`src/rtl/sdseq_pkg.sv`:
```
package sdseq_pkg;

    // Device geometry and access timing, published for the access engine.
    localparam int SD_BANKS  = 4;
    localparam int SD_BA_W   = $clog2(SD_BANKS);
    localparam int SD_ROW_W  = 13;
    localparam int SD_COL_W  = 9;
    localparam int SD_DQ_W   = 16;
    localparam int SD_T_RCD  = 2;
    localparam int SD_T_RAS  = 5;
    localparam int SD_T_WR   = 2;
    localparam int SD_T_XSR  = 7;

    // Address bit that selects all banks during precharge.
    localparam int SD_ALLBANK_BIT = 10;

    // Command code as {cs_n, ras_n, cas_n, we_n}.
    typedef enum logic [3:0] {
        CMD_LOADMODE = 4'b0000,
        CMD_REFRESH  = 4'b0001,
        CMD_PRECHG   = 4'b0010,
        CMD_NOP      = 4'b0111
    } sd_cmd_e;

    typedef enum logic [2:0] {
        PH_POWER,
        PH_PRECH,
        PH_INIT_AREF,
        PH_LOAD,
        PH_IDLE,
        PH_AREF,
        PH_GAP
    } sd_phase_e;

    typedef struct packed {
        logic                cke;
        sd_cmd_e             cmd;
        logic [SD_BA_W-1:0]  ba;
        logic [SD_ROW_W-1:0] addr;
    } sd_pins_t;

    function automatic int max2(input int a, input int b);
        return (a > b) ? a : b;
    endfunction

    // Mode word: write mode [9], op mode [8:7], CAS latency [6:4], order [3], burst [2:0].
    function automatic logic [SD_ROW_W-1:0] mode_word(
        input logic [2:0] burst_code,
        input logic       interleaved,
        input logic [2:0] cas_lat,
        input logic       single_write
    );
        return {3'b000, single_write, 2'b00, cas_lat, interleaved, burst_code};
    endfunction

    localparam logic [SD_ROW_W-1:0] SD_MODE_VALUE = mode_word(3'b000, 1'b0, 3'b011, 1'b1);

endpackage

```
`src/rtl/sdseq_ticker.sv`:
```
module sdseq_ticker #(
    parameter int RELOAD = 761
) (
    input  logic clk,
    input  logic rst,
    input  logic run,
    output logic expire
);
    import sdseq_pkg::*;

    localparam int TW = max2(1, $clog2(RELOAD));
    localparam logic [TW-1:0] TOP = TW'(RELOAD - 1);

    logic [TW-1:0] count_q;

    always_ff @(posedge clk) begin
        if (rst || !run) begin
            count_q <= TOP;
        end else if (count_q == '0) begin
            count_q <= TOP;
        end else begin
            count_q <= count_q - 1'b1;
        end
    end

    assign expire = run && (count_q == '0);

endmodule

```
`src/rtl/sdseq_backlog.sv`:
```
module sdseq_backlog #(
    parameter int PEND_MAX = 8
) (
    input  logic clk,
    input  logic rst,
    input  logic add,
    input  logic take,
    output logic pending
);
    import sdseq_pkg::*;

    localparam int PW = $clog2(PEND_MAX + 1);
    localparam logic [PW-1:0] FULL = PW'(PEND_MAX);

    logic [PW-1:0] depth_q;

    always_ff @(posedge clk) begin
        if (rst) begin
            depth_q <= '0;
        end else begin
            unique case ({add, take})
                2'b10:   if (depth_q != FULL) depth_q <= depth_q + 1'b1;
                2'b01:   if (depth_q != '0)   depth_q <= depth_q - 1'b1;
                default: depth_q <= depth_q;
            endcase
        end
    end

    assign pending = (depth_q != '0);

endmodule

```
`src/rtl/sdseq_fsm.sv`:
```
module sdseq_fsm #(
    parameter int PWR_CYCLES     = 1000000,
    parameter int T_RP           = 2,
    parameter int T_RC           = 6,
    parameter int T_MRD          = 2,
    parameter int INIT_REFRESHES = 8
) (
    input  logic                clk,
    input  logic                rst,
    input  logic                grant,
    input  logic                pending,
    output logic                taken,
    output logic                ready,
    output sdseq_pkg::sd_pins_t pins
);
    import sdseq_pkg::*;

    // All gaps are at least two clocks, so a gap state always exists.
    localparam int CW = $clog2(max2(PWR_CYCLES, max2(T_RC, max2(T_RP, T_MRD))) + 1);
    localparam int RW = $clog2(INIT_REFRESHES + 1);
    localparam logic [CW-1:0] PWR_LOAD = CW'(PWR_CYCLES - 1);
    localparam logic [CW-1:0] RP_LOAD  = CW'(T_RP - 2);
    localparam logic [CW-1:0] RC_LOAD  = CW'(T_RC - 2);
    localparam logic [CW-1:0] MRD_LOAD = CW'(T_MRD - 2);

    sd_phase_e     phase_q, ret_q;
    logic [CW-1:0] cnt_q;
    logic [RW-1:0] left_q;
    logic          cke_q;
    logic          ready_q;

    always_ff @(posedge clk) begin
        if (rst) begin
            phase_q <= PH_POWER;
            ret_q   <= PH_PRECH;
            cnt_q   <= PWR_LOAD;
            left_q  <= RW'(INIT_REFRESHES);
            cke_q   <= 1'b0;
            ready_q <= 1'b0;
        end else begin
            cke_q <= 1'b1;
            unique case (phase_q)
                PH_POWER: begin
                    if (cnt_q == '0) phase_q <= PH_PRECH;
                    else             cnt_q   <= cnt_q - 1'b1;
                end
                PH_PRECH: begin
                    phase_q <= PH_GAP;
                    cnt_q   <= RP_LOAD;
                    ret_q   <= PH_INIT_AREF;
                end
                PH_INIT_AREF: begin
                    left_q  <= left_q - 1'b1;
                    phase_q <= PH_GAP;
                    cnt_q   <= RC_LOAD;
                    ret_q   <= (left_q == RW'(1)) ? PH_LOAD : PH_INIT_AREF;
                end
                PH_LOAD: begin
                    phase_q <= PH_GAP;
                    cnt_q   <= MRD_LOAD;
                    ret_q   <= PH_IDLE;
                end
                PH_IDLE: begin
                    if (grant && pending) phase_q <= PH_AREF;
                end
                PH_AREF: begin
                    phase_q <= PH_GAP;
                    cnt_q   <= RC_LOAD;
                    ret_q   <= PH_IDLE;
                end
                PH_GAP: begin
                    if (cnt_q != '0) begin
                        cnt_q <= cnt_q - 1'b1;
                    end else if (ret_q == PH_IDLE) begin
                        ready_q <= 1'b1;
                        phase_q <= (grant && pending) ? PH_AREF : PH_IDLE;
                    end else begin
                        phase_q <= ret_q;
                    end
                end
                default: phase_q <= PH_IDLE;
            endcase
        end
    end

    always_comb begin
        pins.cke  = cke_q;
        pins.ba   = '0;
        pins.addr = '0;
        pins.cmd  = CMD_NOP;
        unique case (phase_q)
            PH_PRECH: begin
                pins.cmd                  = CMD_PRECHG;
                pins.addr[SD_ALLBANK_BIT] = 1'b1;
            end
            PH_INIT_AREF, PH_AREF: pins.cmd = CMD_REFRESH;
            PH_LOAD: begin
                pins.cmd  = CMD_LOADMODE;
                pins.addr = SD_MODE_VALUE;
            end
            default: pins.cmd = CMD_NOP;
        endcase
    end

    assign taken = (phase_q == PH_AREF);
    assign ready = ready_q;

endmodule

```
`src/rtl/sdr_cmd_sequencer.sv`:
```
module sdr_cmd_sequencer #(
    parameter int PWR_CYCLES     = 1000000,
    parameter int T_RP           = 2,
    parameter int T_RC           = 6,
    parameter int T_MRD          = 2,
    parameter int INIT_REFRESHES = 8,
    parameter int REFRESH_RELOAD = 761,
    parameter int PEND_MAX       = 8
) (
    input  logic        clk,
    input  logic        rst,
    input  logic        refresh_ack,
    output logic        sd_cke,
    output logic        sd_cs_n,
    output logic        sd_ras_n,
    output logic        sd_cas_n,
    output logic        sd_we_n,
    output logic [1:0]  sd_ba,
    output logic [12:0] sd_addr,
    output logic        init_done,
    output logic        refresh_req
);
    import sdseq_pkg::*;

    sd_pins_t pins;
    logic     expire, pending, taken, ready;

    sdseq_fsm #(
        .PWR_CYCLES     (PWR_CYCLES),
        .T_RP           (T_RP),
        .T_RC           (T_RC),
        .T_MRD          (T_MRD),
        .INIT_REFRESHES (INIT_REFRESHES)
    ) u_fsm (
        .clk     (clk),
        .rst     (rst),
        .grant   (refresh_ack),
        .pending (pending),
        .taken   (taken),
        .ready   (ready),
        .pins    (pins)
    );

    sdseq_ticker #(
        .RELOAD (REFRESH_RELOAD)
    ) u_ticker (
        .clk    (clk),
        .rst    (rst),
        .run    (ready),
        .expire (expire)
    );

    sdseq_backlog #(
        .PEND_MAX (PEND_MAX)
    ) u_backlog (
        .clk     (clk),
        .rst     (rst),
        .add     (expire),
        .take    (taken),
        .pending (pending)
    );

    assign sd_cke                               = pins.cke;
    assign {sd_cs_n, sd_ras_n, sd_cas_n, sd_we_n} = pins.cmd;
    assign sd_ba                                = pins.ba;
    assign sd_addr                              = pins.addr;
    assign init_done                            = ready;
    assign refresh_req                          = pending;

endmodule

```
`config.mk`:
```
export PLATFORM = sky130hd
export DESIGN_NAME = sdr_cmd_sequencer
export DESIGN_NICKNAME = d
export VERILOG_FILES = /design/src/rtl/sdseq_pkg.sv /design/src/rtl/sdseq_ticker.sv /design/src/rtl/sdseq_backlog.sv /design/src/rtl/sdseq_fsm.sv /design/src/rtl/sdr_cmd_sequencer.sv
export SDC_FILE = /design/constraint.sdc
export NUM_CORES = 1
export LEC_CHECK = 0
export ABC_AREA = 1
export BUFFER_PORTS_ARGS = -buffer_cell sky130_fd_sc_hd__buf_2
export CAP_MARGIN = 20
export CELL_PAD_IN_SITES_DETAIL_PLACEMENT = 2
export CELL_PAD_IN_SITES_GLOBAL_PLACEMENT = 2
export CORE_MARGIN = 2
export CORE_UTILIZATION = 33
export DETAILED_ROUTE_END_ITERATION = 6
export GPL_TIMING_DRIVEN = 0
export MAX_ROUTING_LAYER = met4
export PLACE_DENSITY_LB_ADDON = 0.1
export SYNTH_ARGS = -nofsm -noshare
export SYNTH_HDL_FRONTEND = slang
export SYNTH_SLANG_ARGS = --single-unit
```
`constraint.sdc`:
```
create_clock -name clk -period 2.65 [get_ports clk]
set_input_delay 0.3975 -clock clk [delete_from_list [all_inputs] [get_ports clk]]
set_output_delay 0.3975 -clock clk [all_outputs]
set_load 0.03 [all_outputs]
```
==> reports/summary.txt <==
status: completed
Total Routing Usage GR: 19.6%
worst hold path class: flip-flop to flip-flop
M1 wire length: 3.60 mm
Worst setup SP type: flip-flop
CTS Buf Count: 5
Max-slew headroom: 58.4%
WP data required: 2.25 ns
Sw Share: 38.2%
hpwl dp: 6.34 mm
post-layout minimum cycle time: 2.31 ns
final net count: 457
clk root buf: clkbuf_8
CTS tree: yes
post-synthesis cell type count: 35
DR top layer: met4
antenna-violating nets left: 0
final hold violation count: 0
met2 wire length: 4.19 mm
num rows: 33
initial antenna violation count: 0
Final Cycle Share: 87.3%
LEAKAGE: 1.42 nW
WL/cell: 14.7 um
area occupied by registers: 921 um^2
Internal: 1.27 mW
maxcap violations: 0
clk buf depth: 2
worst-margin pin slew: 0.624 ns
area taken by multi-input logic gates: 1510 um^2
first-pass GRT wire length: 13.4 mm
yosys warns: 0
gpl congestion: 0.780
vias in the first global route: 2828
setup violators final: 0
TritonRoute pass-1 iters: 4
Core ar.: 8130 um^2
maximum clock rate: 0.432 GHz
largest net degree at the start of global routing: 15
Layout Area Growth over Synthesis: 12.5%
Worst-path clk slew: 0.09 ns
Die X: 95.4 um
die height: 95.4 um
clk_skew: 0.0141 ns
Final Worst Setup Slack: 0.336 ns
Setup TNS: 0 ns
DRC violations left: 0
peak supply drop: 0.200 mV
Cells on Worst Hold Path: 1
power per cell area: 663 nW/um^2
Avg Cell Area, Syn: 6.62 um^2
Clk pwr share: 26.6%
Seq pwr share: 38.9%
Reg2Reg Depth: 17
Overflow after GRT: 0
setup repair bufs after CTS: 0
Slew Limit Fails: 0
Synth area leader: dfxtp_1
logic gate share of total power: 34.4%
Critical Path AT: 1.92 ns
CTS resizes: 0
dpl ws: 0.233 ns
IO Port Bufs: 11
FILL cells: 1033
most common cell after layout, fill and taps aside: nand2_1
full die area: 9090 um^2
clk_lat worst skew: 0.31 ns
synthesized area: 2750 um^2
Boundary Pins: 25
Area contributors post-synth: dfxtp_1 33%, nand2_1 12%, nor2_1 8.9%
hold buffers post-CTS: 0
initial DRC count: 29
final core occ: 38.1%
Vias/cell: 4.86
initial core utilization: 33.9%
clock sink count: 46
#FFs+latches synth: 46
RSZ-0062 raised after global routing: false
n_diodes: 0
post-synth top area share: 33.4%
CP Capture Type: output pin
WS Path Type: flip-flop to output pin
layout cells sized above 1: 12.1%
htree depth: 2
vias: 2677
most frequent cells in the layout: 85 x nand2_1, 64 x nor2_1, 54 x inv_1, 47 x nand3_1, 46 x dfxtp_1
cells after synthesis: 416
final WL: 8.08 mm
Switch Pwr: 784 uW
sequential-to-total area share from yosys stat: 33.4%
WL met3: 180 um
CP max FO: 4
==> synthesized netlist by cell type <==
library cell / instances
nand3_2: 1
nand3_1: 47
nand2_2: 3
o31ai_1: 1
a21o_1: 1
nor4_1: 1
o211ai_1: 1
a31oi_1: 2
conb_1: 1
a21oi_1: 23
xnor2_1: 1
nor2_8: 1
nor3_1: 3
a211oi_1: 1
buf_2: 2
dfxtp_1: 46
buf_8: 1
nor2_4: 1
nand3_4: 1
o21ai_0: 17
buf_6: 1
nor3_2: 1
clkbuf_1: 5
nand2_1: 85
xor2_1: 6
nor3b_1: 1
nor2_1: 65
ha_1: 9
nand3b_1: 1
nand4_1: 11
inv_2: 1
nand2_4: 2
or2_2: 4
buf_4: 15
inv_1: 54
==> critical path: stages, from the launching register on <==
cell and delay (ns):
dfxtp_1 0.38, inv_1 0.09, or2_2 0.29, nor2_1 0.21, inv_1 0.15, o21ai_0 0.21
nor2_1 0.08, buf_2 0.20
==> registers in the layout (all words and copies together), names as in the netlist <==
| signal | flops |
|---|---|
| u_fsm.cnt_q | 20 |
| u_fsm.phase_q | 3 |
| u_fsm.ret_q | 3 |
| u_fsm.cke_q | 1 |
| u_ticker.count_q | 10 |
| u_backlog.depth_q | 4 |
| u_fsm.left_q | 4 |
| u_fsm.ready | 1 |
==> layer usage <==
metal	global-route usage [%]	vias up
met5	-	-
met4	5.31	0
met3	2.69	10
met2	35.9	30
met1	22.4	1281
li1	-	1356
==> power groups by stage <==
stage	clock [mW]	sequential, mW	combinational [mW]
2_1_floorplan	0	0.803	0.535
3_3_place_gp	0	0.813	0.692
3_5_place_dp	0	0.816	0.717
4_1_cts	0.567	0.800	0.722
5_1_grt	0.598	0.808	0.801
6_report	0.547	0.799	0.707
==> final timing paths <==
kind                                        endpoint           startpoint  slack (ns)
worst max-delay path                        sd_cas_n     u_fsm.phase_q[0]        0.34
worst min-delay path             u_ticker.count_q[0]  u_ticker.count_q[0]        0.43
worst max register to register  u_backlog.depth_q[3]  u_ticker.count_q[0]        0.41
worst min register to register   u_ticker.count_q[0]  u_ticker.count_q[0]        0.43
==> through the flow <==
stage | total power [mW] | hold slack, ns | instance area (um^2) | instances
final | 2.05 | 0.433 | 3100 | 551
after global routing | 2.21 | 0.463 | 3100 | 551
after CTS | 2.09 | 0.444 | 3090 | 551
after detailed placement | 1.53 | 0.429 | 2980 | 543
after global placement | 1.51 | 0.402 | 2980 | 543
after floorplan | 1.34 | 0.393 | 2800 | 427
==> layout make-up <==
cell class              instances  area share (%)
multi-input cells             302            48.6
flip-flops and latches         46            29.7
repair buffers                 11            1.78
clock buffers                   6            2.34
plain buffers                  24            5.41
clock inverters                 2            1.21
well taps                     105            4.24
inverters                      55            6.66
==> cells by family (layout without fill, tap and decap cells) <==
kind of cell	Yosys count	after routing	share of synthesized area, %
buf+inv	79	98	13.6
fa+ha+maj	9	9	4.09
flops	46	46	33.4
compound gates	46	46	8.81
xor+xnor	7	7	2.23
simple gates	228	228	37.7
other cells	1	12	0.136
Note: power is estimated with default switching activity, not from simulation.
